<file path="config.mk">
export PLATFORM = sky130hd
export DESIGN_NAME = gfx_wmask_unit
export DESIGN_NICKNAME = d
export VERILOG_FILES = /design/src/rtl/gwm_pkg.sv /design/src/rtl/gwm_decode.sv /design/src/rtl/gwm_regs.sv /design/src/rtl/gwm_lane.sv /design/src/rtl/gfx_wmask_unit.sv
export SDC_FILE = /design/constraint.sdc
export NUM_CORES = 1
export LEC_CHECK = 0
export ABC_CLOCK_PERIOD_IN_PS = 1100
export BUFFER_PORTS_ARGS = -buffer_cell sky130_fd_sc_hd__buf_2
export CORE_AREA = 3 3 229 231
export DETAILED_ROUTE_END_ITERATION = 8
export DIE_AREA = 0 0 232 234
export GPL_TIMING_DRIVEN = 0
export PLACE_DENSITY_LB_ADDON = 0.1
export SLEW_MARGIN = 20
export SYNTH_ARGS = -nofsm -noshare
export SYNTH_HDL_FRONTEND = slang
export SYNTH_SLANG_ARGS = --single-unit
</file>
<file path="constraint.sdc">
create_clock -name clk -period 1.1 [get_ports clk]
set_clock_uncertainty 0.15 [all_clocks]
set_input_delay 0.11 -clock clk [delete_from_list [all_inputs] [get_ports clk]]
set_output_delay 0.11 -clock clk [all_outputs]
set_load 0.1 [all_outputs]
</file>
<file path="src/rtl/gwm_pkg.sv">
package gwm_pkg;
  typedef enum logic [1:0] {
    GWM_NOP  = 2'b00,
    GWM_READ = 2'b01,
    GWM_WR   = 2'b10,
    GWM_BLK  = 2'b11
  } gwm_cmd_e;

  typedef struct packed {
    logic rd;
    logic wr;
    logic blk;
    logic pbm;
  } gwm_mode_t;
endpackage

</file>
<file path="src/rtl/gwm_decode.sv">
module gwm_decode
  import gwm_pkg::*;
(
  input  logic [1:0] cmd,
  input  logic       sf_flag,
  output gwm_mode_t  mode
);
  gwm_cmd_e c;
  always_comb begin
    c         = gwm_cmd_e'(cmd);
    mode.rd   = (c == GWM_READ);
    mode.wr   = (c == GWM_WR) || (c == GWM_BLK);
    mode.blk  = (c == GWM_BLK) && sf_flag;
    mode.pbm  = mode.wr && sf_flag;
  end
endmodule

</file>
<file path="src/rtl/gwm_regs.sv">
module gwm_regs #(
  parameter int DATA_W = 32
) (
  input  logic              clk,
  input  logic              rst_n,
  input  logic              ld_mask,
  input  logic              ld_color,
  input  logic [DATA_W-1:0] din,
  output logic [DATA_W-1:0] mask_q,
  output logic [DATA_W-1:0] color_q
);
  always_ff @(posedge clk or negedge rst_n) begin
    if (!rst_n) begin
      mask_q  <= '1;
      color_q <= '0;
    end else begin
      if (ld_mask)  mask_q  <= din;
      if (ld_color) color_q <= din;
    end
  end
endmodule

</file>
<file path="src/rtl/gwm_lane.sv">
module gwm_lane #(
  parameter int DATA_W = 32,
  parameter int SEL_W  = 3,
  parameter int IDX    = 0
) (
  input  logic              is_wr,
  input  logic              is_blk,
  input  logic              blk_bit,
  input  logic [SEL_W-1:0]  col_lo,
  input  logic [DATA_W-1:0] eff_en,
  input  logic [DATA_W-1:0] wr_data,
  input  logic [DATA_W-1:0] color,
  output logic              lane_we,
  output logic [DATA_W-1:0] lane_en,
  output logic [DATA_W-1:0] lane_data
);
  function automatic logic lane_hit(input logic wr, input logic blk,
                                    input logic bbit, input logic [SEL_W-1:0] lo);
    if (blk) return bbit;
    return wr && (lo == SEL_W'(IDX));
  endfunction

  always_comb begin
    lane_we   = lane_hit(is_wr, is_blk, blk_bit, col_lo);
    lane_en   = lane_we ? eff_en : '0;
    lane_data = lane_we ? (is_blk ? color : wr_data) : '0;
  end
endmodule

</file>
<file path="src/rtl/gfx_wmask_unit.sv">
module gfx_wmask_unit
  import gwm_pkg::*;
#(
  parameter int DATA_W = 32,
  parameter int NCOL   = 8,
  parameter int COL_AW = 8
) (
  input  logic                     clk,
  input  logic                     rst_n,
  input  logic [1:0]               cmd,
  input  logic                     sf_flag,
  input  logic [DATA_W/8-1:0]      byte_mask,
  input  logic [COL_AW-1:0]        col_addr,
  input  logic [DATA_W-1:0]        wdata,
  input  logic                     ld_mask,
  input  logic                     ld_color,
  output logic [NCOL-1:0]          col_we,
  output logic [COL_AW-1:0]        col_base,
  output logic [NCOL*DATA_W-1:0]   col_bit_en,
  output logic [NCOL*DATA_W-1:0]   col_data,
  output logic [DATA_W/8-1:0]      rd_oe
);
  localparam int NBYTE = DATA_W / 8;
  localparam int SEL_W = $clog2(NCOL);

  function automatic logic [DATA_W-1:0] spread_bytes(input logic [NBYTE-1:0] keep);
    logic [DATA_W-1:0] r;
    for (int b = 0; b < NBYTE; b++) r[b*8 +: 8] = {8{keep[b]}};
    return r;
  endfunction

  function automatic logic [COL_AW-1:0] align_col(input logic [COL_AW-1:0] a);
    return a & ~COL_AW'(NCOL - 1);
  endfunction

  gwm_mode_t         mode;
  logic [DATA_W-1:0] mask_q;
  logic [DATA_W-1:0] color_q;
  logic [DATA_W-1:0] byte_en;
  logic [DATA_W-1:0] eff_en;
  logic [NCOL-1:0]   lane_we;
  logic [NCOL*DATA_W-1:0] lane_en;
  logic [NCOL*DATA_W-1:0] lane_data;

  gwm_decode u_dec (.cmd(cmd), .sf_flag(sf_flag), .mode(mode));

  gwm_regs #(.DATA_W(DATA_W)) u_regs (
    .clk(clk), .rst_n(rst_n), .ld_mask(ld_mask), .ld_color(ld_color),
    .din(wdata), .mask_q(mask_q), .color_q(color_q)
  );

  always_comb begin
    byte_en = spread_bytes(~byte_mask);
    eff_en  = mode.pbm ? (byte_en & mask_q) : byte_en;
  end

  for (genvar i = 0; i < NCOL; i++) begin : g_lane
    gwm_lane #(.DATA_W(DATA_W), .SEL_W(SEL_W), .IDX(i)) u_lane (
      .is_wr    (mode.wr),
      .is_blk   (mode.blk),
      .blk_bit  (wdata[i]),
      .col_lo   (col_addr[SEL_W-1:0]),
      .eff_en   (eff_en),
      .wr_data  (wdata),
      .color    (color_q),
      .lane_we  (lane_we[i]),
      .lane_en  (lane_en[i*DATA_W +: DATA_W]),
      .lane_data(lane_data[i*DATA_W +: DATA_W])
    );
  end

  always_ff @(posedge clk or negedge rst_n) begin
    if (!rst_n) begin
      col_we     <= '0;
      col_base   <= '0;
      col_bit_en <= '0;
      col_data   <= '0;
      rd_oe      <= '0;
    end else begin
      col_we     <= lane_we;
      col_base   <= mode.wr ? align_col(col_addr) : '0;
      col_bit_en <= lane_en;
      col_data   <= lane_data;
      rd_oe      <= mode.rd ? ~byte_mask : '0;
    end
  end
endmodule

</file>
==> flow_metrics.py, run 1 <==
metrics = {
    "floorplanning": {
        "die_w_um": 232,
        "starting_density_pct": 37.7,
        "floorplan.core_area_um2": 50300,
        "top_level_pins": 583,
        "fp.dieH_um": 234,
        "fp-row-count": 82,
        "die_area_um2": 54300,
    },
    "synthesis": {
        "synth.cell_area_um2": 19000,
        "synth_cell_type_count": 29,
        "synth_warnings": 0,
        "synth_seq_cells": 593,
        "syn_avg_cell_area_um2": 14.1,
        "post_synth_main_area_contributors": "sky130_fd_sc_hd__dfrtp_1 (74%), sky130_fd_sc_hd__nor2_1 (10%), sky130_fd_sc_hd__dfstp_2 (4.4%)",
        "synthFlopType": "sky130_fd_sc_hd__dfrtp_1",
        "post-synth-top-count-cell": "sky130_fd_sc_hd__dfrtp_1",
        "yosysTopAreaCell": "sky130_fd_sc_hd__dfrtp_1",
        "synthTopCellsByCount": "sky130_fd_sc_hd__dfrtp_1 (561), sky130_fd_sc_hd__nor2_1 (508), sky130_fd_sc_hd__mux2_2 (64)",
        "synth-edff-count": 0,
        "yosysTopAreaCellShare_pct": 74.0,
        "postSynth.asyncResetShare_pct": 100,
        "ys_seq_area_share_pct": 78.4,
        "netlist_instances": 1349,
    },
    "critical_path": {
        "timing.critical_path.max_delay_family": "flip-flops",
        "critPathLaunchType": "register",
        "worst-endpoint-arrival_ns": 1.22,
        "endpoint_kind": "primary output",
        "slowest_delay_ns": 0.44,
        "cp.buffers_inverters": 1,
        "timing.critical_path.cells": "buf_12",
        "setup.worst_path.class": "reg2out",
        "cp.required_ns": 0.84,
        "timing.critical_path.slowest_stage_cell": "sky130_fd_sc_hd__dfrtp_2",
        "critical_path_peak_fanout": 1,
    },
    "power_and_ir_drop": {
        "p_clk_share_pct": 39.1,
        "leakage_power_of_the_design_nw": 14.8,
        "p_sw_w": 0.0157,
        "internal-power_w": 0.0378,
        "netSwitchingFraction_pct": 29.3,
        "power_density_nw_per_um2": 1680,
        "sequentialPowerShare_pct": 43.7,
        "combinationalPowerShare_pct": 17.3,
        "vdd_ir_drop_max_mv": 1.44,
    },
    "global_routing": {
        "all_layer_global_routing_usage_pct": 23.0,
        "grt_first_pass_wirelength_mm": 91.9,
        "antenna_found_initial": 5,
        "grt_pass1_vias": 13864,
        "pin_count_of_the_biggest_net_entering_global_routing": 104,
        "grt_overflow": 0,
    },
    "detailed_routing": {
        "routedLengthMet1_mm": 25.3,
        "wl_met3_mm": 4.16,
        "drt_iter0_drc": 486,
        "post-route-drc-count": 0,
        "drt-vias-per-instance": 4.61,
        "top_signal_layer_used": "met5",
        "wl_met2_mm": 32.5,
        "route.antenna.remaining_nets": 0,
        "postRouteWirelength_mm": 63.8,
        "drt-pass1-iter-count": 5,
        "wl_per_cell_um": 22.8,
        "via_count_of_the_routed_design": 12880,
    },
    "flow_run": {
        "max-cap-violations": 0,
    },
    "placement": {
        "dp_slack_ns": -1.04,
        "dp_hpwl_mm": 43.5,
        "io_buffers": 576,
        "finalWeightedCongestion": 0.784,
        "placed_cells": 2605,
    },
    "status": {
        "outcome": "finished, violations left",
        "violated_checks": "negative hold slack, negative setup slack",
    },
    "sta": {
        "maxClockFrequency_mhz": 674,
        "setup_repair_after_global_routing_missed_its_margin": "yes",
        "report.final.setup_viol": 1031,
        "final_period_minus_worst_setup_slack_ns": 1.48,
        "hold_viol": 334,
        "timing.hold.ws_ns": -0.734,
        "fin_tns_setup_ns": -265.67,
        "final_min_period_over_clock_period_pct": 135,
        "maxSlewViolCount": 0,
        "slew-limit-headroom_pct": 49.3,
        "final_critical_path_setup_slack_ns": -0.383,
        "timing_worst_slew_pin_value_ns": 0.739,
    },
    "finish": {
        "finalNetCount": 2122,
        "fillCellCount": 3588,
        "finish.cell_count_without_fillers": 2795,
        "syn_to_final_growth_pct": 68.2,
        "postLayoutCoreUtil_pct": 63.5,
        "drive_gt1_share_pct": 69.4,
    },
    "cts": {
        "cts-htree-levels": 2,
        "tritoncts.num_buffers": 60,
        "clock-root-buffer": "sky130_fd_sc_hd__clkbuf_16",
        "cts_buffer_depth": 3,
        "clock_insertion_delay_at_the_later_pin_of_the_skew_report_ns": 0.61,
        "clock_tree_from_tritoncts": "yes",
        "clock_sinks": 593,
        "worst_setup_hold_path_clk_slew_ns": 0.06,
    },
    "min_path": {
        "worstHoldPathType": "in2async",
    },
}
==> worst paths after layout <==
kind / to / slack (ns) / cells past startpoint / startpoint
setup / recovery: col_bit_en[65] / -0.38 / 1 / col_bit_en[65]$_DFF_PN0_
hold / removal: col_bit_en[33]$_DFF_PN0_ / -0.73 / 2 / rst_n
setup reg to reg: col_bit_en[96]$_DFF_PN0_ / -0.35 / 2 / u_regs.mask_q[0]$_DFFE_PN1P_
hold reg to reg: u_regs.color_q[18]$_DFFE_PN0P_ / 0.36 / 1 / u_regs.color_q[18]$_DFFE_PN0P_
max in group asynchronous: col_bit_en[101]$_DFF_PN0_ / 0.24 / 4 / rst_n
min in group clk: col_data[132]$_DFF_PN0_ / -0.20 / 4 / col_addr[0]
==> cell usage in the layout, fill, tap and decap left out, types with 2 or more instances in the layout <==
master,count
sky130_fd_sc_hd__buf_6,334
sky130_fd_sc_hd__inv_6,2
sky130_fd_sc_hd__mux2i_4,11
sky130_fd_sc_hd__o21bai_4,15
sky130_fd_sc_hd__dfstp_2,32
sky130_fd_sc_hd__clkinv_2,11
sky130_fd_sc_hd__dfrtp_2,524
sky130_fd_sc_hd__and3b_1,2
sky130_fd_sc_hd__clkinvlp_4,2
sky130_fd_sc_hd__clkbuf_1,23
sky130_fd_sc_hd__nor2b_1,8
sky130_fd_sc_hd__dfrtp_1,37
sky130_fd_sc_hd__inv_2,7
sky130_fd_sc_hd__o21bai_2,9
sky130_fd_sc_hd__a22oi_1,8
sky130_fd_sc_hd__mux2i_2,18
sky130_fd_sc_hd__clkbuf_16,61
sky130_fd_sc_hd__buf_4,19
sky130_fd_sc_hd__mux2_2,64
sky130_fd_sc_hd__buf_12,123
sky130_fd_sc_hd__dlygate4sd3_1,51
sky130_fd_sc_hd__conb_1,3
sky130_fd_sc_hd__nor2_2,11
sky130_fd_sc_hd__buf_16,6
sky130_fd_sc_hd__and2_1,5
sky130_fd_sc_hd__buf_2,52
sky130_fd_sc_hd__a22oi_4,8
sky130_fd_sc_hd__clkbuf_8,12
sky130_fd_sc_hd__o21bai_1,8
sky130_fd_sc_hd__mux2i_1,3
sky130_fd_sc_hd__buf_8,140
sky130_fd_sc_hd__nor2_1,496
sky130_fd_sc_hd__bufinv_16,6
==> final cells by class <==
class / instances / area, um2 / share of cell area (%)
Tap cell: 672 / 841 / 2.63
Buffer: 72 / 722 / 2.26
Multi-Input combinational cell: 678 / 4060 / 12.7
Timing Repair Buffer: 658 / 8700 / 27.3
Clock inverter: 21 / 268 / 0.839
Clock buffer: 92 / 1760 / 5.52
Inverter: 8 / 30.0 / 0.0941
Sequential cell: 593 / 15500 / 48.7
Antenna cell: 1 / 2.50 / 0.00784
==> kinds of logic (layout without fill, tap and decap cells) <==
kind of cell           Yosys count  after routing  share of synthesized area, %
flip-flops                     593            593                          78.4
AND/OR/NAND/NOR                529            529                          10.8
multiplexers                    96             96                          5.51
buffers and inverters           80            851                          2.59
AO/OA/AOI/OAI                   50             50                          2.62
other                            1              4                        0.0198
==> registers in the layout, indices dropped and copies added, names as in the netlist <==
name / flops
col_base: 5
col_data: 256
u_regs.mask_q: 32
col_we: 8
rd_oe: 4
u_regs.color_q: 32
col_bit_en: 256
==> layer usage <==
layer  track usage (%)  up-vias
li1                  -     5681
met1              29.1     6675
met2              38.8      415
met3              6.40      105
met4              6.58        4
met5                 0        -
==> metrics by stage <==
step	area, um2	power [W]
after global placement	23700	0.0312
after CTS	30300	0.0534
after detailed placement	23900	0.0313
after global routing	31900	0.0553
after floorplan	20000	0.0292
final	31900	0.0535
==> repair_timing <==
item | 4_1_cts | 5_1_grt
endpoints found under the setup margin | 1033 | 1051
hold buffers | 44 | 8
pin swaps | 1 | 20
buffers inserted | 0 | 24
endpoints found under the hold margin | 804 | 397
gates resized for setup | 1207 | 273
==> power by group through the flow <==
stage	clock network, W	logic, W	registers [W]
final	0.0209	0.00923	0.0234
after global routing	0.0223	0.00959	0.0234
after CTS	0.0213	0.00880	0.0233
after detailed placement	0	0.00780	0.0235
after global placement	0	0.00767	0.0235
after floorplan	0	0.00147	0.0277
==> worst register-to-register path, delay by kind of cell (launching register included) <==
kind | cells | cell delay [ns]
compound gates | 1 | 0.62
simple gates | 1 | 0.16
flops | 1 | 0.37
Power figures use the tool's default switching activity.
==> run 2, diff against run 1 <==
Settings changed: ABC_CLOCK_PERIOD_IN_PS 1100 to 1200.
Clock period 1.1 ns to 1.2 ns, I/O delays scaled along.
==> flow_metrics.py, run 2 (synthesis gave the netlist of run 1 again) <==
metrics = {
    "finish": {
        "finish.cell_count_without_fillers": 2802,
        "biggest_registers_after_layout": "col_bit_en x256, col_data x256",
        "finalNetCount": 2128,
        "multiInputGateArea_um2": 4370,
        "layout_common_cells": "sky130_fd_sc_hd__dfrtp_1 (561), sky130_fd_sc_hd__nor2_1 (508), sky130_fd_sc_hd__buf_8 (303)",
        "fillCellCount": 3372,
        "syn_to_final_growth_pct": 76.5,
        "design_area_um2": 33500,
        "drive_gt1_share_pct": 45.2,
        "layout_commonest_cell": "sky130_fd_sc_hd__dfrtp_1",
        "seq_area_um2": 14900,
        "postLayoutCoreUtil_pct": 66.6,
    },
    "detailed_routing": {
        "post-route-drc-count": 0,
        "postRouteWirelength_mm": 67.3,
        "drt_iter0_drc": 694,
        "drt-vias-per-instance": 4.65,
        "via_count_of_the_routed_design": 13028,
        "route.antenna.remaining_nets": 0,
        "wl_per_cell_um": 24.0,
        "drt-pass1-iter-count": 5,
    },
    "global_routing": {
        "groute.layer.met3.usage_pct": 6.54,
        "antenna_found_initial": 7,
        "grt_first_pass_wirelength_mm": 96.1,
        "use_met2_pct": 41.1,
        "top_usage_layer": "met2",
        "grt_overflow": 0,
        "met1_usage_in_global_routing_pct": 29.7,
        "pin_count_of_the_biggest_net_entering_global_routing": 103,
        "all_layer_global_routing_usage_pct": 24.0,
        "grt_pass1_vias": 14220,
    },
    "placement": {
        "dp_hpwl_mm": 43.2,
        "finalWeightedCongestion": 0.761,
        "dp_slack_ns": -1.17,
        "place_area_um2": 23300,
        "placed_cells": 2605,
        "io_buffers": 576,
    },
    "floorplanning": {
        "floorplan.core_area_um2": 50300,
        "top_level_pins": 583,
        "die_area_um2": 54300,
        "starting_density_pct": 37.7,
        "fp-row-count": 82,
        "fp.dieH_um": 234,
        "die_w_um": 232,
    },
    "power_and_ir_drop": {
        "p_clk_share_pct": 38.8,
        "p_sw_w": 0.0146,
        "vdd_ir_drop_max_mv": 1.06,
        "power_density_nw_per_um2": 1490,
        "leakage_power_of_the_design_nw": 16.3,
        "netSwitchingFraction_pct": 29.2,
        "internal-power_w": 0.0354,
        "sequentialPowerShare_pct": 43.0,
        "combinationalPowerShare_pct": 18.2,
    },
    "sta": {
        "hold_viol": 286,
        "setup_repair_after_global_routing_missed_its_margin": "yes",
        "report.final.setup_viol": 536,
        "timing_worst_slew_pin_value_ns": 0.680,
        "fin_tns_setup_ns": -129.55,
        "maxSlewViolCount": 0,
        "final_min_period_over_clock_period_pct": 127,
        "maxClockFrequency_mhz": 656,
        "final_period_minus_worst_setup_slack_ns": 1.52,
        "slew-limit-headroom_pct": 54.7,
        "timing.hold.ws_ns": -0.756,
        "final_critical_path_setup_slack_ns": -0.324,
    },
    "critical_path": {
        "cp.buffers_inverters": 1,
        "cp.required_ns": 0.93,
        "critPathLaunchType": "register",
        "worst-endpoint-arrival_ns": 1.25,
        "timing.critical_path.max_delay_family": "flip-flops",
        "endpoint_kind": "primary output",
        "setup.worst_path.class": "reg2out",
        "timing.critical_path.cells": "buf_12",
        "timing.critical_path.slowest_stage_cell": "sky130_fd_sc_hd__dfrtp_1",
        "critical_path_peak_fanout": 1,
        "slowest_delay_ns": 0.44,
    },
    "cts": {
        "worst_setup_hold_path_clk_slew_ns": 0.06,
        "clock_tree_from_tritoncts": "yes",
        "clock_insertion_delay_at_the_later_pin_of_the_skew_report_ns": 0.60,
        "post_cts_hold_buffer_count": 53,
        "clock-root-buffer": "sky130_fd_sc_hd__clkbuf_16",
        "cts_buffer_depth": 3,
        "tritoncts.num_buffers": 59,
        "clock_sinks": 593,
        "cts-htree-levels": 2,
    },
    "status": {
        "outcome": "finished, violations left",
        "violated_checks": "negative hold slack, negative setup slack",
    },
    "min_path": {
        "worstHoldPathType": "in2async",
    },
    "flow_run": {
        "max-cap-violations": 0,
    },
}
-- run 2: what timing repair did --
item / 4_1_cts / 5_1_grt
gates cloned: 4 / 0
buffers inserted: 17 / 11
pin swaps: 9 / 3
hold endpoints to repair: 855 / 275
endpoints found under the setup margin: 1195 / 857
gates resized for setup: 1724 / 209
-- run 2: path summary, 6_finish.rpt --
path / to / start / slack (ns) / depth (start not counted)
setup / recovery: col_data[190] / col_data[190]$_DFF_PN0_ / -0.32 / 1
hold / removal: col_bit_en[32]$_DFF_PN0_ / rst_n / -0.76 / 1
setup reg to reg: col_bit_en[96]$_DFF_PN0_ / u_regs.mask_q[0]$_DFFE_PN1P_ / 0 / 3
hold reg to reg: u_regs.color_q[22]$_DFFE_PN0P_ / u_regs.color_q[22]$_DFFE_PN0P_ / 0.42 / 1
max in group asynchronous: col_bit_en[100]$_DFF_PN0_ / rst_n / 0.22 / 5
min in group clk: col_data[99]$_DFF_PN0_ / col_addr[2] / -0.16 / 4
-- run 2: layout make-up --
class	count	share of cell area, %
diodes	4	0.0299
plain buffers	72	2.16
clock buffers	86	5.26
clock inverters	24	0.912
inverters	8	0.0897
multi-input cells	678	13.0
flip-flops and latches	593	44.4
well taps	672	2.51
repair buffers	665	31.6
-- run 2: power groups by stage --
stage / sequential [W] / clock [W] / combinational, W
after floorplan: 0.0253 / 0 / 0.00134
after global placement: 0.0215 / 0 / 0.00703
after detailed placement: 0.0215 / 0 / 0.00713
after CTS: 0.0214 / 0.0197 / 0.00873
after global routing: 0.0215 / 0.0206 / 0.00940
final: 0.0215 / 0.0194 / 0.00907
-- run 2: through the flow --
step | power, W | hold WS, ns
floorplan | 0.0266 | -0.326
global placement | 0.0285 | 0.187
detailed placement | 0.0286 | -0.0720
CTS | 0.0499 | -0.780
global route | 0.0515 | -0.749
finish | 0.0499 | -0.756
-- run 2: metal layers --
metal,up-vias,wire length [um]
met3,108,4380
met5,-,13
met1,6766,25700
li1,5696,-
met4,2,2220
met2,456,34900
-- run 2: worst reg2reg max path, cell delays in order, from the launching register on --
cell and delay [ns]:
sky130_fd_sc_hd__dfstp_2 0.55, sky130_fd_sc_hd__o21bai_4 0.08, sky130_fd_sc_hd__buf_12 0.16, sky130_fd_sc_hd__nor2_1 0.17
